==> config.mk <==
export PLATFORM = sky130hd
export DESIGN_NAME = keyguard_wdt
export DESIGN_NICKNAME = d
export VERILOG_FILES = /design/src/rtl/wdk_pkg.sv /design/src/rtl/wdk_post_slot.sv /design/src/rtl/wdk_keyseq.sv /design/src/rtl/wdk_prescale.sv /design/src/rtl/wdk_counter.sv /design/src/rtl/keyguard_wdt.sv
export SDC_FILE = /design/constraint.sdc
export NUM_CORES = 1
export LEC_CHECK = 0
export BUFFER_PORTS_ARGS = -buffer_cell sky130_fd_sc_hd__buf_2
export CAP_MARGIN = 20
export CORE_UTILIZATION = 50
export DETAILED_ROUTE_END_ITERATION = 7
export PLACE_DENSITY_LB_ADDON = 0.12
export RECOVER_POWER = 100
export SLEW_MARGIN = 20
export SYNTH_ARGS = -nofsm -noshare
export SYNTH_HDL_FRONTEND = slang
export SYNTH_SLANG_ARGS = --single-unit
==> constraint.sdc <==
create_clock -name clk -period 5.1 [get_ports clk]
set_input_delay 1.02 -clock clk [delete_from_list [all_inputs] [get_ports clk]]
set_output_delay 1.02 -clock clk [all_outputs]
set_load 0.1 [all_outputs]
==> src/rtl/wdk_pkg.sv <==
package wdk_pkg;

    localparam int ADDR_W    = 3;
    localparam int NUM_SLOTS = 4;
    localparam int PEND_W    = 5;
    localparam int PTV_W     = 3;

    typedef enum logic [ADDR_W-1:0] {
        A_REV   = 3'd0,
        A_CTRL  = 3'd1,
        A_LOAD  = 3'd2,
        A_COUNT = 3'd3,
        A_TRIG  = 3'd4,
        A_KEY   = 3'd5,
        A_PEND  = 3'd6
    } addr_e;

    typedef enum logic [1:0] {
        KS_IDLE    = 2'd0,
        KS_ARM_ON  = 2'd1,
        KS_ARM_OFF = 2'd2
    } key_state_e;

    localparam logic [15:0] KEY_ON1  = 16'hBBBB;
    localparam logic [15:0] KEY_ON2  = 16'h4444;
    localparam logic [15:0] KEY_OFF1 = 16'hAAAA;
    localparam logic [15:0] KEY_OFF2 = 16'h5555;

    // slot index order: control, load, trigger, key
    localparam int S_CTRL = 0;
    localparam int S_LOAD = 1;
    localparam int S_TRIG = 2;
    localparam int S_KEY  = 3;

    function automatic logic [ADDR_W-1:0] slot_addr(input int s);
        case (s)
            S_CTRL:  return A_CTRL;
            S_LOAD:  return A_LOAD;
            S_TRIG:  return A_TRIG;
            default: return A_KEY;
        endcase
    endfunction

    function automatic int slot_pend_bit(input int s);
        case (s)
            S_CTRL:  return 0;
            S_LOAD:  return 2;
            S_TRIG:  return 3;
            default: return 4;
        endcase
    endfunction

endpackage

==> src/rtl/wdk_post_slot.sv <==
module wdk_post_slot #(
    parameter int DATA_W = 32,
    parameter int DELAY  = 2
) (
    input  logic              clk,
    input  logic              rst_n,
    input  logic              tick_i,
    input  logic              wr_i,
    input  logic [DATA_W-1:0] wdata_i,
    output logic              pend_o,
    output logic              commit_o,
    output logic [DATA_W-1:0] data_o
);
    localparam int DLY_W = $clog2(DELAY + 1);

    typedef struct packed {
        logic              pend;
        logic [DLY_W-1:0]  left;
        logic [DATA_W-1:0] data;
    } slot_t;

    slot_t slot_q, slot_d;

    always_comb begin
        slot_d   = slot_q;
        commit_o = slot_q.pend && tick_i && (slot_q.left == DLY_W'(1));
        if (slot_q.pend && tick_i) begin
            slot_d.left = slot_q.left - DLY_W'(1);
            if (slot_q.left == DLY_W'(1)) begin
                slot_d.pend = 1'b0;
            end
        end
        // a new write replaces the staged value and restarts the delay
        if (wr_i) begin
            slot_d.pend = 1'b1;
            slot_d.left = DLY_W'(DELAY);
            slot_d.data = wdata_i;
        end
    end

    always_ff @(posedge clk) begin
        if (!rst_n) begin
            slot_q <= '0;
        end else begin
            slot_q <= slot_d;
        end
    end

    assign pend_o = slot_q.pend;
    assign data_o = slot_q.data;

    assert_pend_rise_R2: assert property (@(posedge clk) disable iff (!rst_n)
        $rose(pend_o) |-> $past(wr_i));

    assert_pend_fall_R2: assert property (@(posedge clk) disable iff (!rst_n)
        $fell(pend_o) |-> $past(tick_i));

endmodule

==> src/rtl/wdk_keyseq.sv <==
module wdk_keyseq import wdk_pkg::*; #(
    parameter int DATA_W = 32
) (
    input  logic              clk,
    input  logic              rst_n,
    input  logic              commit_i,
    input  logic [DATA_W-1:0] word_i,
    output logic              enable_o
);
    typedef struct packed {
        key_state_e st;
        logic       en;
    } ks_t;

    ks_t ks_q, ks_d;

    logic is_on1, is_on2, is_off1, is_off2;

    always_comb begin
        is_on1  = (word_i == DATA_W'(KEY_ON1));
        is_on2  = (word_i == DATA_W'(KEY_ON2));
        is_off1 = (word_i == DATA_W'(KEY_OFF1));
        is_off2 = (word_i == DATA_W'(KEY_OFF2));
        ks_d    = ks_q;
        if (commit_i) begin
            if (ks_q.st == KS_ARM_ON && is_on2) begin
                ks_d.en = 1'b1;
            end
            if (ks_q.st == KS_ARM_OFF && is_off2) begin
                ks_d.en = 1'b0;
            end
            if (is_on1) begin
                ks_d.st = KS_ARM_ON;
            end else if (is_off1) begin
                ks_d.st = KS_ARM_OFF;
            end else begin
                ks_d.st = KS_IDLE;
            end
        end
    end

    always_ff @(posedge clk) begin
        if (!rst_n) begin
            ks_q <= '{st: KS_IDLE, en: 1'b1};
        end else begin
            ks_q <= ks_d;
        end
    end

    assign enable_o = ks_q.en;

    assert_hold_no_commit_R5: assert property (@(posedge clk) disable iff (!rst_n)
        !commit_i |=> $stable(enable_o));

    assert_arm_pair_R3: assert property (@(posedge clk) disable iff (!rst_n)
        $rose(enable_o) |-> $past(commit_i && is_on2 && ks_q.st == KS_ARM_ON));

    assert_disarm_pair_R4: assert property (@(posedge clk) disable iff (!rst_n)
        $fell(enable_o) |-> $past(commit_i && is_off2 && ks_q.st == KS_ARM_OFF));

endmodule

==> src/rtl/wdk_prescale.sv <==
module wdk_prescale import wdk_pkg::*; (
    input  logic             clk,
    input  logic             rst_n,
    input  logic             tick_i,
    input  logic             pre_en_i,
    input  logic [PTV_W-1:0] ptv_i,
    input  logic             clr_i,
    output logic             adv_o
);
    localparam int DIV_W = (1 << PTV_W) - 1;

    typedef struct packed {
        logic [DIV_W-1:0] div;
    } ps_t;

    ps_t ps_q, ps_d;
    logic [DIV_W-1:0] mask;
    logic             hit;

    always_comb begin
        mask  = DIV_W'((1 << ptv_i) - 1);
        hit   = (ps_q.div == mask);
        adv_o = tick_i && (!pre_en_i || hit);
        ps_d  = ps_q;
        if (clr_i) begin
            ps_d.div = '0;
        end else if (tick_i && pre_en_i) begin
            ps_d.div = hit ? '0 : ps_q.div + DIV_W'(1);
        end
    end

    always_ff @(posedge clk) begin
        if (!rst_n) begin
            ps_q <= '0;
        end else begin
            ps_q <= ps_d;
        end
    end

    assert_adv_needs_tick_R8: assert property (@(posedge clk) disable iff (!rst_n)
        adv_o |-> tick_i);

    assert_div_bounded_R9: assert property (@(posedge clk) disable iff (!rst_n)
        pre_en_i && $stable(ptv_i) && !$past(clr_i) |-> ps_q.div <= mask);

endmodule

==> src/rtl/wdk_counter.sv <==
module wdk_counter #(
    parameter int COUNT_W = 32
) (
    input  logic               clk,
    input  logic               rst_n,
    input  logic               en_i,
    input  logic               adv_i,
    input  logic               reload_i,
    input  logic [COUNT_W-1:0] load_i,
    output logic [COUNT_W-1:0] count_o,
    output logic               req_o
);
    typedef struct packed {
        logic [COUNT_W-1:0] cnt;
        logic               req;
    } cn_t;

    cn_t cn_q, cn_d;

    always_comb begin
        cn_d     = cn_q;
        cn_d.req = 1'b0;
        if (reload_i) begin
            cn_d.cnt = load_i;
        end else if (en_i && adv_i) begin
            if (&cn_q.cnt) begin
                cn_d.req = 1'b1;
                cn_d.cnt = load_i;
            end else begin
                cn_d.cnt = cn_q.cnt + COUNT_W'(1);
            end
        end
    end

    always_ff @(posedge clk) begin
        if (!rst_n) begin
            cn_q <= '0;
        end else begin
            cn_q <= cn_d;
        end
    end

    assign count_o = cn_q.cnt;
    assign req_o   = cn_q.req;

    assert_hold_disarmed_R4: assert property (@(posedge clk) disable iff (!rst_n)
        !en_i && !reload_i |=> $stable(count_o));

    assert_req_cause_R10: assert property (@(posedge clk) disable iff (!rst_n)
        req_o |-> $past(en_i && adv_i && !reload_i));

    assert_req_wraps_R10: assert property (@(posedge clk) disable iff (!rst_n)
        req_o |-> count_o == $past(load_i));

endmodule

==> src/rtl/keyguard_wdt.sv <==
module keyguard_wdt import wdk_pkg::*; #(
    parameter int         DATA_W     = 32,
    parameter int         COUNT_W    = 32,
    parameter int         POST_TICKS = 2,
    parameter logic [7:0] REVISION   = 8'h3A
) (
    input  logic              clk,
    input  logic              rst_n,
    input  logic              tick_i,
    input  logic              bus_wr_i,
    input  logic [ADDR_W-1:0] bus_addr_i,
    input  logic [DATA_W-1:0] bus_wdata_i,
    output logic [DATA_W-1:0] bus_rdata_o,
    output logic              reset_req_o
);
    typedef struct packed {
        logic [5:0]         ctrl;
        logic [COUNT_W-1:0] load;
        logic [DATA_W-1:0]  trig_last;
    } top_t;

    top_t top_q, top_d;

    logic [NUM_SLOTS-1:0] slot_pend;
    logic [NUM_SLOTS-1:0] slot_commit;
    logic [DATA_W-1:0]    slot_data [NUM_SLOTS];
    logic [PEND_W-1:0]    pend_vec;
    logic                 reload_s;
    logic                 armed_s;
    logic                 adv_s;
    logic                 pre_clr_s;
    logic [COUNT_W-1:0]   count_s;

    for (genvar s = 0; s < NUM_SLOTS; s++) begin : g_slot
        logic hit;
        assign hit = bus_wr_i && (bus_addr_i == slot_addr(s));
        wdk_post_slot #(
            .DATA_W (DATA_W),
            .DELAY  (POST_TICKS)
        ) u_slot (
            .clk      (clk),
            .rst_n    (rst_n),
            .tick_i   (tick_i),
            .wr_i     (hit),
            .wdata_i  (bus_wdata_i),
            .pend_o   (slot_pend[s]),
            .commit_o (slot_commit[s]),
            .data_o   (slot_data[s])
        );
    end

    always_comb begin
        pend_vec = '0;
        for (int s = 0; s < NUM_SLOTS; s++) begin
            pend_vec[slot_pend_bit(s)] = slot_pend[s];
        end
    end

    always_comb begin
        reload_s  = slot_commit[S_TRIG] && (slot_data[S_TRIG] != top_q.trig_last);
        pre_clr_s = reload_s || slot_commit[S_CTRL];
        top_d     = top_q;
        if (slot_commit[S_CTRL]) begin
            top_d.ctrl = slot_data[S_CTRL][5:0] & 6'b111100;
        end
        if (slot_commit[S_LOAD]) begin
            top_d.load = slot_data[S_LOAD][COUNT_W-1:0];
        end
        if (reload_s) begin
            top_d.trig_last = slot_data[S_TRIG];
        end
    end

    always_ff @(posedge clk) begin
        if (!rst_n) begin
            top_q <= '0;
        end else begin
            top_q <= top_d;
        end
    end

    wdk_keyseq #(
        .DATA_W (DATA_W)
    ) u_keyseq (
        .clk      (clk),
        .rst_n    (rst_n),
        .commit_i (slot_commit[S_KEY]),
        .word_i   (slot_data[S_KEY]),
        .enable_o (armed_s)
    );

    wdk_prescale u_prescale (
        .clk      (clk),
        .rst_n    (rst_n),
        .tick_i   (tick_i),
        .pre_en_i (top_q.ctrl[5]),
        .ptv_i    (top_q.ctrl[4:2]),
        .clr_i    (pre_clr_s),
        .adv_o    (adv_s)
    );

    wdk_counter #(
        .COUNT_W (COUNT_W)
    ) u_counter (
        .clk      (clk),
        .rst_n    (rst_n),
        .en_i     (armed_s),
        .adv_i    (adv_s),
        .reload_i (reload_s),
        .load_i   (top_q.load),
        .count_o  (count_s),
        .req_o    (reset_req_o)
    );

    always_comb begin
        case (bus_addr_i)
            A_REV:   bus_rdata_o = DATA_W'(REVISION);
            A_CTRL:  bus_rdata_o = DATA_W'(top_q.ctrl);
            A_LOAD:  bus_rdata_o = DATA_W'(top_q.load);
            A_COUNT: bus_rdata_o = DATA_W'(count_s);
            A_TRIG:  bus_rdata_o = top_q.trig_last;
            A_PEND:  bus_rdata_o = DATA_W'(pend_vec);
            default: bus_rdata_o = '0;
        endcase
    end

    assert_trig_reload_R6: assert property (@(posedge clk) disable iff (!rst_n)
        reload_s |=> count_s == $past(top_q.load));

    assert_same_trig_R7: assert property (@(posedge clk) disable iff (!rst_n)
        slot_commit[S_TRIG] && !reload_s |=> $stable(top_q.trig_last));

    assert_pend_clear_R2: assert property (@(posedge clk) disable iff (!rst_n)
        slot_commit[S_LOAD] |=> !pend_vec[2] || $past(bus_wr_i));

endmodule

* Yosys cells after proc, flatten, opt, wreduce, memory -nomap -nowiden
Index checks and enable logic that the tools add are counted.
** Cells by class
- Reduce and logical (&&, ||, !) cells :: 44
- Add/subtract/negate cells :: 7
- Mux-type cells :: 22
- Bitwise gates (word level) :: 2
- Eq/ne operators :: 18
- Shifts and indexed selects :: 1
** Operators by type and width (number)
- one-hot mux 32 bit (6 select lines) :: 1
- two-way mux 35 bit :: 4
- == test 32 x 15 -> 1 bit, second input constant :: 2
- == test 32 x 16 -> 1 bit, second input constant :: 2
- two-way mux 32 bit :: 2
- two-way mux 33 bit :: 1
- adder 32 x 1 -> 32 bit, second input constant :: 1
- inequality test 32 bit :: 1
- AND reduction 32 bit :: 1
- nonzero test 2 bit :: 10
- logical AND 1 bit :: 18
- two-way mux 3 bit :: 4
- == test 2 x 1 -> 1 bit, second input constant :: 5
- AND reduction 2 bit :: 5
- OR reduction 2 bit :: 5
- == test 3 bit, second input constant :: 3
- subtractor 2 x 1 -> 2 bit, second input constant :: 4
- adder 7 x 1 -> 7 bit, second input constant :: 1
- == test 7 bit :: 1
- two-way mux 1 bit :: 7
- two-way mux 7 bit :: 1
- << shifter 1 x 3 -> 7 bit, first input constant :: 1
- subtractor 7 x 2 -> 7 bit, second input constant :: 1
- == test 3 x 2 -> 1 bit, second input constant :: 2
- other kinds (8) :: 11
** Word-level totals
- Register bits after elaboration :: 251
- Logic and storage cells :: 118
- Input port bits :: 39

* Longest topological paths before layout
Gate-level depths: netlist of the first run.
- Depth after elaboration :: 8
- Mapped depth :: 9
- Depth with buffers taken out :: 8

* Cells and area by module
Synthesis of the first run repeated with hierarchy kept, for this count alone.
** Second synthesis, totals
- Cell total of the unflattened synthesis :: 1455
- Area, all modules :: 13360.3 um^2
** By module, submodules not included
- wdk_post_slot :: sequential area each 700.7 um^2, cells an instance 150, instances 4, area an instance 1610.3 um^2
- keyguard_wdt :: sequential area each 1361.3 um^2, cells an instance 432, instances 1, area an instance 3798.6 um^2
- wdk_counter :: sequential area each 660.6 um^2, cells an instance 328, instances 1, area an instance 2328.5 um^2
- wdk_prescale :: sequential area each 140.1 um^2, cells an instance 63, instances 1, area an instance 516.7 um^2
- wdk_keyseq :: sequential area each 60.1 um^2, cells an instance 32, instances 1, area an instance 275.3 um^2

* Worst setup path after synthesis of the first run
OpenSTA, ideal clock, no wires.
- Kind :: in2out
- Start point :: in bus_addr_i[0]
- End point :: out bus_rdata_o[10]
- Path buffers :: 2
- Arrival :: 4075 ps
- Path slack :: 5 ps
- Required time :: 4080 ps
- Stages on the path :: 4
- Path through :: clkbuf_1 buf_1 mux2i_1 o21ai_0
** On the way
- Word-level cells in the longest chain between the ends :: 2
- Elaborated cells on any way between the ends :: 7
** Ends and longest elaborated chain
- start: declaration :: RTL line keyguard_wdt.sv:11 : input logic [ADDR_W-1:0] bus_addr_i,
- == test 3 bit, or another cell as far along :: RTL line keyguard_wdt.sv:116 : case (bus_addr_i)
- one-hot mux 32 bit (6 select lines) * :: RTL line keyguard_wdt.sv:116
- end: declaration :: RTL line keyguard_wdt.sv:13 : output logic [DATA_W-1:0] bus_rdata_o,
Every way passes the cells marked *; elsewhere a longest branch is shown, timed or not.

* Final worst setup path of the first run
- Start point :: in bus_addr_i[0]
- End point :: out bus_rdata_o[13]
The elaborated chain is that of the path after synthesis.

==> results.cfg, run 1 <==
[outcome]
status = finished, violations left
failed_checks = capacitance limit, slew limit

[place]
place.gp.congestion = 0.945
dpl_cell_area_um2 = 11200
hpwl_um = 21000
io_buffer_count = 71

[cells_and_area]
diodes = 0
fin_nets = 1371
drive_gt1_frac = 0.107
syn2layout_area_growth_pct = 12.4
num-fill-cells = 1934
finalInstanceArea_um2 = 12000

[critical_path]
cp_cell_sequence = clkbuf_1 > nor3_2 > buf_4 > nand2_1 > o21ai_0 > clkbuf_1
crit_top_cell = clkbuf_1
critPathMaxFanout = 26
critPathBufInv = 3
cp_data_arrival_time_ns = 3.48
path_delay_family = buffers and inverters
startpoint = bus_addr_i[0]
r2r_start = top_q[68]
critPathKind = in -> out
crit_required_ns = 4.08
slowest_stage = clkbuf_1
slowest_delay_ns = 0.89
endpoint_kind = output port
start_kind = input port

[clock_tree]
cts_resized = 0
cts_tree = built
root_buffer = clkbuf_16
cts_hold_buf = 0
cts_buffers = 25
path_clk_slew_ns = 0.05
cts.htree.levels = 1
clk_path_buf_depth = 3
cts_setup_buffers = 0
clock_latency_ns = 0.52
cts_num_sinks = 223

[min_path]
hp-start = g_slot[3].u_slot.data_o[16]
hold_class = reg -> reg

[logic_synthesis]
mappedNetlistArea_um2 = 10700
postSynthAreaPerCell_um2 = 8.24
synth_flop_cell = dfxtp_1
synth.ff_latch_count = 223
ys_types = 70
syn_inst = 1300
synth_fa_ha_area_frac = 0.00701
synth_warnings = 0
synth_top_family_by_area = simple AND/OR/NAND/NOR gates
async_flop_share = 0
synth_top_area_frac = 0.417
synthSimpleGateAreaFrac = 0.228
synth_edf_count = 0
synth_xor_area_frac = 0.0368
synthTopCellsByArea = dfxtp_1 (42%), nand2_1 (12%), a21boi_0 (9.5%), mux2i_1 (6.7%), xnor2_1 (3.3%)
ys_seq_area_frac = 0.417
synthMuxAreaShare = 0.0715
synth-compound-area-share = 0.199
synth_nets = 1345
yosys.area.top_type = dfxtp_1

[global_routing]
antenna_found_initial = 0
globalRouteMet2Util = 0.394
globalRouteMet1Util = 0.421
grt_max_degree = 92
use_met3 = 0.0331
first_global_vias = 8201
grt_overflow = 0
busiest_layer = met1
grt_pass1_wl_um = 46700
grt.total_usage = 0.272

[drt]
vias_per_cell = 5.74
wire_per_inst_um = 18.5
wl_um = 29900
dr.pass1.iters = 5
drtIter0Drc = 628
vias = 9284
drc = 0
drtAntennaViolNets = 0

[power]
power_density_nw_per_um2 = 319
power.total_mw = 3.85
p_leak_nw = 4.13
ir_worst_vdd_mv = 0.218

[floorplanning]
initial_utilization = 0.510
core_um2 = 21000
ios = 72
rows = 53
die_y_um = 148
die_w_um = 148
die-area_um2 = 22000

[timing]
setup_viol = 0
fmax_ghz = 0.222
rsz0062_at_grt = no
min_period_ns = 4.50
tns_ns = 0
hold_viol = 0
tightest_slew_ns = 3.08
maxSlewViolCount = 76
maxSlewHeadroom = -1.06
min_period_over_period = 0.883
skew_ns = 0.00826

[flow_run]
max_cap_violations = 2
## cell usage after synthesis (25+ instances only)
cell,instances
nand2_1,341
dfxtp_1,223
a21boi_0,136
clkbuf_1,74
mux2i_1,72
a21oi_1,52
nor2b_1,43
o21ai_0,41
nor2_1,40
xnor2_1,40
inv_1,25
## final cells by class
type,count,area (um2),area share
multi-input cells,965,5830,0.484
flip-flops and latches,223,4460,0.371
clock buffers,39,748,0.0621
repair buffers,86,460,0.0382
well taps,275,344,0.0286
clock inverters,5,103,0.00852
inverters,25,93.8,0.00779
## sequential cells by signal, indices dropped and copies added (netlist names)
signal / cells
u_prescale.ps_q: 7
u_keyseq.enable_o: 1
u_counter.count_o: 32
u_counter.req_o: 1
top_q: 68
g_slot.u_slot.data_o: 100
u_keyseq.ks_q: 2
g_slot.u_slot.slot_q: 8
g_slot.u_slot.pend_o: 4
## cell families (layout without fill, tap and decap cells)
kind of cell,after synthesis,in the layout
and+or+nand+nor,539,539
AOI/OAI and AO/OA,299,299
DFF,223,223
buffers and inverters,112,155
muxes,76,76
xor gates and xnor gates,45,45
adders and majority gates,6,6
## worst min-delay path, cell delays in order (launching register included)
cell and delay (ns):
dfxtp_1 0.30, nand2_1 0.04, a21boi_0 0.06
## report_power, final
part           internal, mW  leakage [nW]  total (mW)  switching (mW)
sequential             1.76          1.80        1.78          0.0177
combinational        0.0746          1.92       0.208           0.134
clock                  1.15         0.413        1.86           0.704
## routing by layer
metal  vias to the layer above  wire [um]
met4                         0        540
met5                         -          0
met3                        40       2210
met1                      4383      14600
met2                       334      12600
li1                       4527          -
## placed cells by master, fill, tap and decap left out, types with 13 or more instances in the layout
cell type  netlist  routed
nand2_1        341     341
nor4_1          14      14
nand4_1         23      23
buf_2            8      44
a21boi_0       136     136
buf_4            1      14
inv_1           25      25
nor2_1          40      40
o221a_2         13      13
xnor2_1         40      40
a21oi_1         52      51
mux2i_1         72      72
o21ai_0         41      41
dfxtp_1        223     223
clkbuf_1        74      23
nand3_1         23      22
nor2b_1         43      43
clkbuf_16        0      25
## final timing paths
kind                            slack (ns)  cells after the start                           to
worst max-delay path                  0.60                      6              bus_rdata_o[13]
worst min-delay path                  0.46                      2  g_slot[3].u_slot.data_o[16]
worst max register to register        1.96                      9         u_counter.count_o[9]
worst min register to register        0.46                      2  g_slot[3].u_slot.data_o[16]
## stage by stage
| stage | setup slack (ns) | hold slack (ns) | instances | utilization |
|---|---|---|---|---|
| 2_1_floorplan | 0.00462 | 0.438 | 1300 | - |
| 5_1_grt | 0.472 | 0.476 | 1618 | 0.573 |
| 6_report | 0.597 | 0.462 | 1618 | 0.573 |
| 4_1_cts | 1.13 | 0.465 | 1618 | 0.574 |
| 3_3_place_gp | 1.17 | 0.449 | 1574 | 0.533 |
| 3_5_place_dp | 1.13 | 0.456 | 1574 | 0.533 |
No activity file was read; power rests on OpenSTA's default activity.
==> inputs of run 2 (changes only) <==
--- a/config.mk
+++ b/config.mk
@@ -5,12 +5,11 @@
 export SDC_FILE = /design/constraint.sdc
 export NUM_CORES = 1
 export LEC_CHECK = 0
-export BUFFER_PORTS_ARGS = -buffer_cell sky130_fd_sc_hd__buf_2
 export CAP_MARGIN = 20
 export CORE_UTILIZATION = 50
 export DETAILED_ROUTE_END_ITERATION = 7
+export DONT_BUFFER_PORTS = 1
 export PLACE_DENSITY_LB_ADDON = 0.12
-export RECOVER_POWER = 100
 export SLEW_MARGIN = 20
 export SYNTH_ARGS = -nofsm -noshare
 export SYNTH_HDL_FRONTEND = slang
==> constraint.sdc (replaced) <==
create_clock -name clk -period 4 [get_ports clk]
set_input_delay 0.8 -clock clk [delete_from_list [all_inputs] [get_ports clk]]
set_output_delay 0.8 -clock clk [all_outputs]
set_load 0.1 [all_outputs]
==> results.cfg, run 2 (synthesis gave the netlist of run 1 again) <==
[outcome]
status = finished clean

[clock_tree]
cts_setup_buffers = 0
cts_buffers = 25
cts_hold_buf = 0
path_clk_slew_ns = 0.06
clock_latency_ns = 0.54
root_buffer = clkbuf_16
cts.htree.levels = 1
cts_num_sinks = 223
clk_path_buf_depth = 3
cts_tree = built
cts_resized = 0

[floorplanning]
initial_utilization = 0.510
rows = 53
core_um2 = 21000
die-area_um2 = 22000
die_y_um = 148
die_w_um = 148
ios = 72

[place]
hpwl_um = 21400
place.gp.congestion = 0.971
io_buffer_count = 0
dp_cells = 1537

[global_routing]
grt_pass1_wl_um = 47200
antenna_found_initial = 0
use_met3 = 0.0482
grt_max_degree = 221
globalRouteMet1Util = 0.394
busiest_layer = met2
grt.total_usage = 0.277
grt_overflow = 0
first_global_vias = 8224
globalRouteMet2Util = 0.427

[timing]
maxSlewHeadroom = 0.372
min_period_ns = 3.11
skew_ns = 0.0105
maxSlewViolCount = 0
min_period_over_period = 0.778
hold_viol = 0
tns_ns = 0
rsz0062_at_grt = no
tightest_slew_ns = 0.941
setup_viol = 0
fmax_ghz = 0.321

[cells_and_area]
fin_cells = 1580
final_cell_mix = nand2_1 (340), dfxtp_1 (223), a21boi_0 (136)
largest_reg_flops = 100
syn2layout_area_growth_pct = 12.7
diodes = 0
finalCoreUtilization = 0.575
layout_commonest_cell = nand2_1
drive_gt1_frac = 0.117
fin_nets = 1334

[power]
power.total_mw = 4.83
p_leak_nw = 4.11
ir_worst_vdd_mv = 0.320
power_density_nw_per_um2 = 400

[critical_path]
start_kind = input port
critPathMaxFanout = 28
endpoint_kind = output port
crit_required_ns = 3.20
critPathKind = in -> out
cp_data_arrival_time_ns = 2.31

[drt]
wl_um = 30400
drtAntennaViolNets = 0
wire_per_inst_um = 19.3
dr.pass1.iters = 5
vias_per_cell = 5.74
drc = 0
vias = 9062
drtIter0Drc = 625

[flow_run]
max_cap_violations = 0

[min_path]
hold_class = in -> reg
## run 2: cell count changes in the layout (fill, tap and decap cells not counted), sizes merged
cell,before,now
clkinvlp,1,2
inv,25,26
clkbuf,66,36
buf,59,49
## run 2: power by group
group	total [mW]	internal (mW)	switching, mW
Sequential	2.27	2.25	0.0236
Combinational	0.187	0.0794	0.107
Clock	2.37	1.44	0.935
Total	4.83	3.77	1.07
## run 2: path summary, 6_finish.rpt
| kind | start | to | slack (ns) | cells after the start |
|---|---|---|---|---|
| setup / recovery | bus_addr_i[2] | bus_rdata_o[5] | 0.89 | 4 |
| hold / removal | bus_wdata_i[16] | g_slot[2].u_slot.data_o[16] | 0.40 | 2 |
| setup reg to reg | top_q[11] | u_counter.count_o[12] | 1.09 | 8 |
| hold reg to reg | g_slot[1].u_slot.data_o[3] | g_slot[1].u_slot.data_o[3] | 0.46 | 2 |
## run 2: through the flow
| step | area (um2) | hold WS, ns | setup WS [ns] |
|---|---|---|---|
| after floorplan | 10700 | 0.438 | -0.140 |
| after global placement | 11200 | 0.448 | 0.937 |
| after detailed placement | 11200 | 0.455 | 0.877 |
| after CTS | 12100 | 0.378 | 0.875 |
| after global routing | 12100 | 0.389 | 0.770 |
| final | 12100 | 0.403 | 0.889 |
## run 2: worst max-delay path, cell delays in order
cell	delay (ns)
inv_1	0.23
nand2_2	0.57
o22ai_2	0.37
buf_4	0.32
## run 2: area by class of cell
| type | count | area [um2] |
|---|---|---|
| flip-flops and latches | 223 | 4460 |
| fillers | 1914 | 8940 |
| clock buffers | 36 | 717 |
| multi-input cells | 965 | 5950 |
| well taps | 275 | 344 |
| repair buffers | 49 | 380 |
| inverters | 25 | 93.8 |
| clock inverters | 7 | 130 |
## run 2: layer usage
layer / up-vias / part of all wire
met2: 235 / 0.44
met4: 0 / 0.026
met1: 4303 / 0.47
met3: 58 / 0.060
met5: - / 0
li1: 4466 / -
==> inputs of run 3 (changes only) <==
--- a/config.mk
+++ b/config.mk
@@ -5,6 +5,7 @@
 export SDC_FILE = /design/constraint.sdc
 export NUM_CORES = 1
 export LEC_CHECK = 0
+export ABC_AREA = 1
 export CAP_MARGIN = 20
 export CORE_UTILIZATION = 50
 export DETAILED_ROUTE_END_ITERATION = 7
==> constraint.sdc (replaced) <==
create_clock -name clk -period 2.7 [get_ports clk]
set_input_delay 0.54 -clock clk [delete_from_list [all_inputs] [get_ports clk]]
set_output_delay 0.54 -clock clk [all_outputs]
set_load 0.1 [all_outputs]
==> results.cfg, run 3 <==
[critical_path]
slowest_stage = a22oi_1
critPathKind = in -> out
critPathBufInv = 3
endpoint_kind = output port
path_delay_family = compound AO/OA/AOI/OAI gates
slowest_delay_ns = 0.28
crit_required_ns = 2.16
cp_cell_sequence = inv_4 > nor2_4 > nand2_2 > inv_1 > a22oi_1 > o211ai_1 > buf_16
cp_data_arrival_time_ns = 1.78
critPathMaxFanout = 8
start_kind = input port

[cells_and_area]
finalInstanceArea_um2 = 13100
syn2layout_area_growth_pct = 17.0
fin_nets = 1726
num-fill-cells = 2060
layout_commonest_cell = nand2_1
diodes = 0
final_cell_mix = nand2_1 (323), nor2_1 (300), dfxtp_1 (223)
drive_gt1_frac = 0.0988
largest_reg_flops = 100
fin_cells = 1980

[timing]
rsz0062_at_grt = no
min_period_ns = 2.32
min_period_over_period = 0.860
tns_ns = 0
fmax_ghz = 0.430
skew_ns = 0.0223
hold_viol = 0
setup_viol = 0
tightest_slew_ns = 0.693
setup_ws_ns = 0.377
maxSlewHeadroom = 0.538
hold_ws_ns = 0.133
maxSlewViolCount = 0

[floorplanning]
core_um2 = 21900
die-area_um2 = 23000
initial_utilization = 0.511
rows = 54
ios = 72
die_y_um = 152
die_w_um = 152

[drt]
drtAntennaViolNets = 0
vias = 10800
drc = 0
vias_per_cell = 5.44
wire_per_inst_um = 16.4
dr.pass1.iters = 5
wl_um = 32500
drtIter0Drc = 908

[place]
place.gp.congestion = 0.928
hpwl_um = 22700
io_buffer_count = 0
dpl_cell_area_um2 = 12200
dp_cells = 1934
dpl_worst_slack_ns = 0.394

[global_routing]
grt_pass1_wl_um = 51900
grt_overflow = 0
first_global_vias = 9558
grt.total_usage = 0.289
antenna_found_initial = 0
grt_max_degree = 207

[logic_synthesis]
synth.ff_latch_count = 223
ys_top_cells_by_count = nand2_1 (325), nor2_1 (304), dfxtp_1 (223), o21ai_0 (180), inv_1 (158)
ys_seq_area_frac = 0.399
synthTopCellsByArea = dfxtp_1 (40%), nand2_1 (11%), nor2_1 (10%), o21ai_0 (8.1%), nand3_1 (6.6%)
synth_top_area_frac = 0.399
synth_warnings = 0
ys_types = 38
synth_flop_cell = dfxtp_1
async_flop_share = 0
synth_nets = 1726
yosys.area.top_type = dfxtp_1
synth_most_common_cell = nand2_1
synth_edf_count = 0
mappedNetlistArea_um2 = 11200
postSynthAreaPerCell_um2 = 6.65
syn_inst = 1681

[clock_tree]
root_buffer = clkbuf_16
cts_resized = 0
cts_tree = built
clock_latency_ns = 0.54
cts_num_sinks = 223
cts_setup_buffers = 0
clk_path_buf_depth = 3
path_clk_slew_ns = 0.06
cts_buffers = 25
cts_hold_buf = 0
cts.htree.levels = 1

[min_path]
hold_class = in -> reg

[flow_run]
max_cap_violations = 0

[power]
ir_worst_vdd_mv = 0.557
power_density_nw_per_um2 = 550
p_leak_nw = 5.39

[outcome]
status = finished clean
-- run 3: cell count changes in the layout (fill, tap and decap cells not counted), sizes merged, moves of 11 or more --
cell / before / now
a21boi: 136 / 0
nand3: 23 / 147
nor2: 42 / 309
xnor2: 40 / 29
clkinv: 1 / 13
o221ai: 0 / 21
o21ai: 41 / 187
inv: 26 / 174
o221a: 13 / 0
mux2i: 72 / 0
nand4: 25 / 12
a21oi: 55 / 93
a31oi: 11 / 0
nor2b: 43 / 0
-- run 3: cells by family after synthesis --
| group | Yosys count | share of synthesized area |
|---|---|---|
| buffers and inverters | 265 | 0.0952 |
| adders and majority gates | 6 | 0.00671 |
| xor gates and xnor gates | 43 | 0.0337 |
| AOI/OAI and AO/OA | 319 | 0.157 |
| DFF | 223 | 0.399 |
| and+or+nand+nor | 825 | 0.308 |
-- run 3: path summary, 6_finish.rpt --
check | from | end | slack, ns | depth (start not counted)
worst max-delay path | bus_addr_i[1] | bus_rdata_o[1] | 0.38 | 7
worst min-delay path | bus_wdata_i[13] | g_slot[2].u_slot.data_o[13] | 0.13 | 2
worst max register to register | u_counter.count_o[0] | u_counter.count_o[13] | 0.42 | 13
worst min register to register | g_slot[3].u_slot.data_o[18] | g_slot[3].u_slot.data_o[18] | 0.45 | 2
-- run 3: metal layers --
metal | GRT usage | share of wire | routed length, um
met2 | 0.435 | 0.43 | 14000
met3 | 0.0650 | 0.089 | 2890
met4 | 0.0658 | 0.021 | 686
met1 | 0.419 | 0.46 | 14900
met5 | 0 | 0 | 0
-- run 3: where the power goes --
| group | switching [mW] | leakage [nW] | internal, mW |
|---|---|---|---|
| clock network | 1.39 | 0.422 | 2.02 |
| registers | 0.0431 | 1.80 | 3.35 |
| logic | 0.263 | 3.16 | 0.126 |
-- run 3: final cells by class --
cell class | count | area (um2) | share of cell area
repair buffers | 59 | 913 | 0.0698
clock buffers | 37 | 751 | 0.0574
inverters | 179 | 674 | 0.0516
well taps | 280 | 350 | 0.0268
clock inverters | 9 | 85.1 | 0.00650
multi-input cells | 1193 | 5840 | 0.447
flip-flops and latches | 223 | 4460 | 0.341
-- run 3: per-stage QoR --
| stage | total power, mW | utilization |
|---|---|---|
| floorplan | 3.77 | - |
| global placement | 3.85 | 0.559 |
| detailed placement | 3.85 | 0.559 |
| CTS | 7.24 | 0.598 |
| global route | 7.43 | 0.598 |
| finish | 7.20 | 0.598 |
-- run 3: worst register-to-register path, cell delays in order (launching register included) --
cell,delay (ns)
dfxtp_1,0.35
ha_1,0.27
nand2_1,0.13
nor2_4,0.06
nand2_4,0.11
nor2_8,0.07
nand2_4,0.30
clkinv_1,0.43
nand2_1,0.18
nand2_1,0.07
nand3_1,0.07
nand3_1,0.07
nand2_1,0.06
inv_1,0.03
